==> config.mk <==
export PLATFORM = sky130hd
export DESIGN_NAME = panel_wr_ctrl
export DESIGN_NICKNAME = d
export VERILOG_FILES = /design/src/rtl/panel_wr_ctrl.sv
export SDC_FILE = /design/constraint.sdc
export NUM_CORES = 1
export LEC_CHECK = 0
export ABC_AREA = 1
export BUFFER_PORTS_ARGS = -buffer_cell sky130_fd_sc_hd__buf_2
export CAP_MARGIN = 20
export CORE_ASPECT_RATIO = 0.7
export CORE_MARGIN = 5
export CORE_UTILIZATION = 30
export DETAILED_ROUTE_END_ITERATION = 8
export PLACE_DENSITY = 0.48
export SYNTH_ARGS = -nofsm -noshare
export SYNTH_HDL_FRONTEND = slang
export SYNTH_SLANG_ARGS = --single-unit
==> constraint.sdc <==
create_clock -name clk -period 1.6 [get_ports clk]
set_input_delay 0.08 -clock clk [delete_from_list [all_inputs] [get_ports clk]]
set_output_delay 0.08 -clock clk [all_outputs]
set_load 0.05 [all_outputs]
==> src/rtl/panel_wr_ctrl.sv <==
module panel_wr_ctrl #(
  parameter int TW = 4
) (
  input  logic          clk,
  input  logic          rst_n,
  input  logic [1:0]    bus_mode,
  input  logic [2:0]    pix_mode,
  input  logic [TW-1:0] lo_clks,
  input  logic [TW-1:0] hi_clks,
  input  logic          in_valid,
  input  logic          in_cmd,
  input  logic [23:0]   in_word,
  output logic          cs_n,
  output logic          rs,
  output logic          wr_n,
  output logic [17:0]   db,
  output logic          busy
);

  typedef enum logic [2:0] {S_IDLE, S_SETUP, S_LOW, S_HIGH, S_HOLD} st_t;

  st_t           st;
  logic [23:0]   w_q;
  logic          cmd_q;
  logic [1:0]    bus_q;
  logic [2:0]    pix_q;
  logic [TW-1:0] lo_q, hi_q, cnt;
  logic [1:0]    idx, last;
  logic [17:0]   beat;

  wire [TW-1:0] lo_m1 = (lo_q == '0) ? '0 : lo_q - 1'b1;
  wire [TW-1:0] hi_m1 = (hi_q == '0) ? '0 : hi_q - 1'b1;
  wire [17:0]   remap = {w_q[15:8], 1'b0, w_q[7:0], 1'b0};

  always_comb begin
    last = 2'd0;
    if (cmd_q) begin
      if (bus_q == 2'd0 || bus_q == 2'd1) last = 2'd1;
    end else begin
      case (pix_q)
        3'd1, 3'd3: last = 2'd1;
        3'd2:       last = 2'd2;
        default:    last = 2'd0;
      endcase
    end
  end

  always_comb begin
    beat = '0;
    if (cmd_q) begin
      case (bus_q)
        2'd0, 2'd1: beat[7:0] = (idx == 2'd0) ? w_q[15:8] : w_q[7:0];
        2'd2:       beat[15:0] = w_q[15:0];
        default:    beat = remap;
      endcase
    end else begin
      case (pix_q)
        3'd0: beat[7:0] = w_q[7:0];
        3'd1: beat[7:0] = (idx == 2'd0) ? w_q[15:8] : w_q[7:0];
        3'd2: beat[7:0] = (idx == 2'd0) ? w_q[23:16] :
                          (idx == 2'd1) ? w_q[15:8] : w_q[7:0];
        3'd3: beat[8:0] = (idx == 2'd0) ? w_q[17:9] : w_q[8:0];
        3'd4: beat[15:0] = w_q[15:0];
        3'd5: beat = w_q[17:0];
        default: beat = remap;
      endcase
    end
  end

  always_ff @(posedge clk or negedge rst_n) begin
    if (!rst_n) begin
      st    <= S_IDLE;
      w_q   <= '0;
      cmd_q <= 1'b0;
      bus_q <= '0;
      pix_q <= '0;
      lo_q  <= '0;
      hi_q  <= '0;
      cnt   <= '0;
      idx   <= '0;
    end else begin
      case (st)
        S_IDLE: if (in_valid) begin
          w_q   <= in_word;
          cmd_q <= in_cmd;
          bus_q <= bus_mode;
          pix_q <= pix_mode;
          lo_q  <= lo_clks;
          hi_q  <= hi_clks;
          idx   <= '0;
          st    <= S_SETUP;
        end
        S_SETUP: begin
          cnt <= lo_m1;
          st  <= S_LOW;
        end
        S_LOW: begin
          if (cnt == '0) begin
            cnt <= hi_m1;
            st  <= S_HIGH;
          end else cnt <= cnt - 1'b1;
        end
        S_HIGH: begin
          if (cnt != '0) cnt <= cnt - 1'b1;
          else if (idx == last) st <= S_HOLD;
          else begin
            idx <= idx + 1'b1;
            cnt <= lo_m1;
            st  <= S_LOW;
          end
        end
        default: st <= S_IDLE;
      endcase
    end
  end

  assign cs_n = (st == S_IDLE);
  assign busy = (st != S_IDLE);
  assign wr_n = (st != S_LOW);
  assign rs   = (st != S_IDLE) && !cmd_q;
  assign db   = (st == S_IDLE) ? '0 : beat;

endmodule


; ---- Word-level counts from Yosys, hierarchy flattened
; Cells that the tools add are included.
[word_totals]
regBits = 47
inputBits = 41
output_inout_bits = 22
wordCells = 88
[op_classes]
addsub = 4
n_eq_ne = 18
n_mux = 31
n_reduce_logical = 26
[ops]
columns = op, n
row1 = two-way mux 18 bit, 2
row2 = case mux 8 bit (2 select lines), 2
row3 = case mux 8 bit (4 select lines), 1
row4 = two-way mux 8 bit, 3
row5 = two-way mux 4 bit, 5
row6 = case mux 7 bit (2 select lines), 1
row7 = == test 3 x 2 -> 1 bit (second input constant), 4
row8 = logical NOT 4 bit, 3
row9 = two-way mux 3 bit, 4
row10 = case mux 2 bit (2 select lines), 3
row11 = case mux 3 bit (4 select lines), 1
row12 = case mux 4 bit (3 select lines), 1
row13 = subtractor 4 x 1 -> 4 bit (second input constant), 3
row14 = two-way mux 2 bit, 5
row15 = two-way mux 9 bit, 1
row16 = OR reduction 3 bit, 3
row17 = inequality test 2 bit (second input constant), 4
row18 = == test 3 x 1 -> 1 bit (second input constant), 2
row19 = == test 3 bit (second input constant), 2
row20 = logical NOT 3 bit, 2
row21 = nonzero test 3 bit, 2
row22 = OR reduction 2 bit, 3
row23 = OR reduction 5 bit, 1
row24 = == test 2 x 1 -> 1 bit (second input constant), 2
row25 = other kinds (17), 19

; ---- Longest topological paths before layout
[depth]
word_depth = 8
depth_mapped = 12
depth_no_buf = 12

; ---- Least setup slack after synthesis
; Ideal clock, no wire load.
[synth_path]
path_kind = reg2out
start = reg pix_q[1]
end = out db[9]
arrival_time_ps = 3235
required_ps = 1520
slack_ps = -1715
path_stages_with_launch = 4
n_path_buf = 0
cell_sequence = dfrtp_1 > inv_1 > nand2_1 > a2111oi_0
[synth_between]
elab_chain_len = 5
elab_cells_between_ends = 11
cone_classes = eq/ne: 5 / mux: 3 / reduce/logical: 3
[synth_lines]
columns = element, line_no
row1 = from (decl), 26  ; logic [2:0] pix_q;
row2 = from (signal assigned), 87  ; pix_q <= pix_mode;
row3 = "== test 3 x 2 -> 1 bit, or another cell as far along", 57  ; case (pix_q)
row4 = OR reduction 4 bit (no source line) or OR reduction 2 bit (tied branches), n/a
row5 = case mux 7 bit (2 select lines) (*), 57
row6 = two-way mux 18 bit (*), 50  ; if (cmd_q) begin
row7 = two-way mux 18 bit (*), 121  ; assign db = (st == S_IDLE) ? '0 : beat;
row8 = to (decl), 16  ; output logic [17:0] db,
; Mark *: on every way between the ends. The rest lies on a longest branch, timed or not.

; ---- Worst setup path in the final report
[layout_path]
start = reg idx[1]
end = out db[1]
[layout_between]
elab_chain_len = 6
elab_cells_between_ends = 10
cone_classes = eq/ne: 1 / mux: 8 / reduce/logical: 1
[layout_lines]
columns = element, line_no
row1 = from (decl), 28  ; logic [1:0] idx, last;
row2 = from (signal assigned), 107  ; idx <= idx + 1'b1;
row3 = == test 2 x 1 -> 1 bit, 61  ; (idx == 2'd1) ? w_q[15:8] : w_q[7:0];
row4 = two-way mux 8 bit, 61
row5 = two-way mux 8 bit, 60  ; 3'd2: beat[7:0] = (idx == 2'd0) ? w_q[23:16] :
row6 = case mux 8 bit (4 select lines), 57
row7 = two-way mux 18 bit (*), 50
row8 = two-way mux 18 bit (*), 121
; Marked as above.

==> reports/results.ini <==
[floorplanning]
die-area_um2 = 13400
start_util_pct = 30.6
fp.dieW_um = 136
rows = 32
ioPinCount = 63
core_area_um2 = 11000
die_y_um = 98.5

[worst_setup_path]
cp_data_arrival_time_ns = 2.03
startpoint = idx[1]$_DFFE_PN0P_
start_kind = flop
worstPathMaxFanout = 16
r2r_cells = 9
path_class = flop to primary output
worstPathRequired_ns = 1.52
rrSetupSlack_ns = -0.27
end_kind = primary output
r2r_start = st[0]$_DFFE_PN0P_
r2r_end = w_q[18]$_DFFE_PN0P_

[logic_synthesis]
post_synth.cell_area_avg_um2 = 7.12
syn_area_um2 = 3360
ys_types = 33
yosysSeqAreaShare_pct = 35.0
synthXorXnorAreaFrac_pct = 0.261
synth_top_family_by_area = simple AND/OR/NAND/NOR gates
synthMuxAreaShare_pct = 4.92
syn_nets = 519
async_reset_ff_share_pct = 100
yosys_warnings = 0
synth-compound-area-share_pct = 21.5
synth_fa_ha_area_share_pct = 2.23
synth-edff-count = 0
synthSimpleGateAreaFrac_pct = 25.6
synthFlopType = dfrtp_1
synth_cells = 472
ys_seq_elements = 47

[hold_path]
whs_path_depth = 2
hp-start = in_word[17]
hold_end = w_q[17]$_DFFE_PN0P_
hp-class = input port to flop

[final_layout]
multi_input_area_um2 = 2290
nNetsFinal = 675
drive_above_1_share_pct = 45.8
antenna_cells = 0
area_delta_synth_final_pct = 63.8
layout_common_cells = nand2_1, buf_4, dfrtp_1
final_util_pct = 50.2
layout_commonest_cell = nand2_1
layout.area.seq_um2 = 1180
final_design_area_no_fill_um2 = 5500
fillCellCount = 1117

[global_routing]
grt_use_total_pct = 18.6
grt_max_degree = 64
overflow = 0
grt_pass1_vias = 3641
antenna_found_initial = 0
grt_first_pass_wirelength_um = 19900

[timing]
setup_violations = 60
maxSlewViolCount = 0
finalHoldViolCount = 0
period_minus_slack_ns = 2.11
skew_ns = 0.0102
fmax_ghz = 0.473
layout_setup_ws_ns = -0.512
whs_ns = 0.0147
rsz0062_at_grt = true
worst_pin_slew_ns = 0.441
slew_headroom_pct = 70.6
min_period_over_period_pct = 132

[clocking]
htree_levels = 2
cts_tree = yes
cts-root-buf = clkbuf_16
clock_path_buffers = 2
clk_latency_ns = 0.30
path_clk_slew_ns = 0.07
cts_made_buffers = 5
cts.sinks = 47

[pwr]
total_power_mw = 14.5
peakVddDrop_mv = 1.30
power.density_nw_per_um2 = 2630
power_leakage_nw = 2.67

[job]
drv_cap = 0

[placed_design]
globalplace.congestion = 0.893
dp_hpwl_um = 9290
io_buffers = 62
place_area_um2 = 4420

[drt]
drt-initial-drc-count = 354
drc_errors = 0
vias_per_cell = 5.04
routed-via-count = 3938
antenna_left = 0
drt-pass1-iter-count = 5
wl_per_cell_um = 17.7
routed_wl_um = 13800

[status]
violations = setup timing
outcome = finished with violations

-- sequential cells by signal, indices dropped and copies added (netlist names) --
register  flops
bus_q         2
cmd_q         1
cnt           4
hi_q          4
idx           2
lo_q          4
pix_q         3
st            3
w_q          24
-- cell families (layout without fill, tap and decap cells) --
kind of cell,count (synthesis),after routing
and+or+nand+nor,205,205
muxes,11,11
adders and majority gates,6,6
DFF,47,47
buffers and inverters,75,232
xor gates and xnor gates,1,1
AOI/OAI and AO/OA,127,127
-- layer usage --
metal / track usage [%] / wire length (µm) / vias to the layer above
met1: 30.1 / 6900 / 1887
met4: 3.33 / 184 / 0
met3: 2.40 / 921 / 15
met2: 26.2 / 5800 / 134
met5: 0 / 0 / -
li1: - / - / 1902
-- through the flow --
| stage | std cells | setup WS, ns | TNS (ns) |
|---|---|---|---|
| 2_1_floorplan | 472 | -0.132 | -2.40 |
| 3_3_place_gp | 742 | -0.485 | -3.95 |
| 3_5_place_dp | 742 | -0.528 | -4.15 |
| 4_1_cts | 768 | -0.483 | -7.53 |
| 5_1_grt | 782 | -0.594 | -16.37 |
| 6_report | 782 | -0.512 | -11.58 |
-- synthesized netlist by cell type (3+ instances only) --
cell	number	area share, %
inv_1	49	5.5
nor3_1	4	0.60
nor2_1	68	7.6
clkbuf_1	3	0.34
buf_6	8	2.7
dfrtp_1	47	35
nand3_1	26	3.9
nand2_1	91	10
o21ai_0	45	6.7
ha_1	6	2.2
buf_2	6	0.89
o2111ai_1	6	1.6
o22ai_1	14	2.6
o21ai_1	5	0.74
a21oi_1	44	6.6
inv_2	7	0.78
a22o_1	6	1.6
nand4_1	7	1.3
mux2_4	11	4.9
-- power breakdown --
part           internal (mW)  leakage, nW  switching, mW
clock                  0.588       0.0675          0.510
combinational           4.73         2.07           6.42
sequential              1.73        0.530          0.479
total                   7.05         2.67           7.41
-- critical path, stage by stage (launching register included) --
cell	delay [ns]
dfrtp_1	0.39
inv_2	0.11
ha_4	0.19
inv_4	0.10
or2_2	0.31
nand2_1	0.10
o2111ai_1	0.12
nand2_1	0.16
clkinvlp_4	0.11
buf_8	0.15
-- how the worst max path moves through the flow --
| stage | endpoint |
|---|---|
| global route | db[1] |
| detailed placement | db[2] |
| finish | db[1] |
| CTS | db[1] |
| floorplan | idx[0]$_DFFE_PN0P_ |
| global placement | db[3] |
-- repair_timing --
item / CTS / global route
pin swaps: 21 / 15
hold buffers: 1 / 0
cloned: 0 / 6
endpoints found under the hold margin: 16 / 0
setup endpoints to repair: 20 / 64
setup buffers: 17 / 9
gates resized for setup: 107 / 79
-- cell type report --
type / instances / share of cell area (%)
clock buffer: 6 / 2.34
clock inverter: 2 / 0.296
inverter: 57 / 4.30
multi-input combinational: 350 / 41.6
sequential: 47 / 21.4
tap: 153 / 3.48
timing repair buffer: 167 / 26.6
Power figures use the tool's default switching activity.
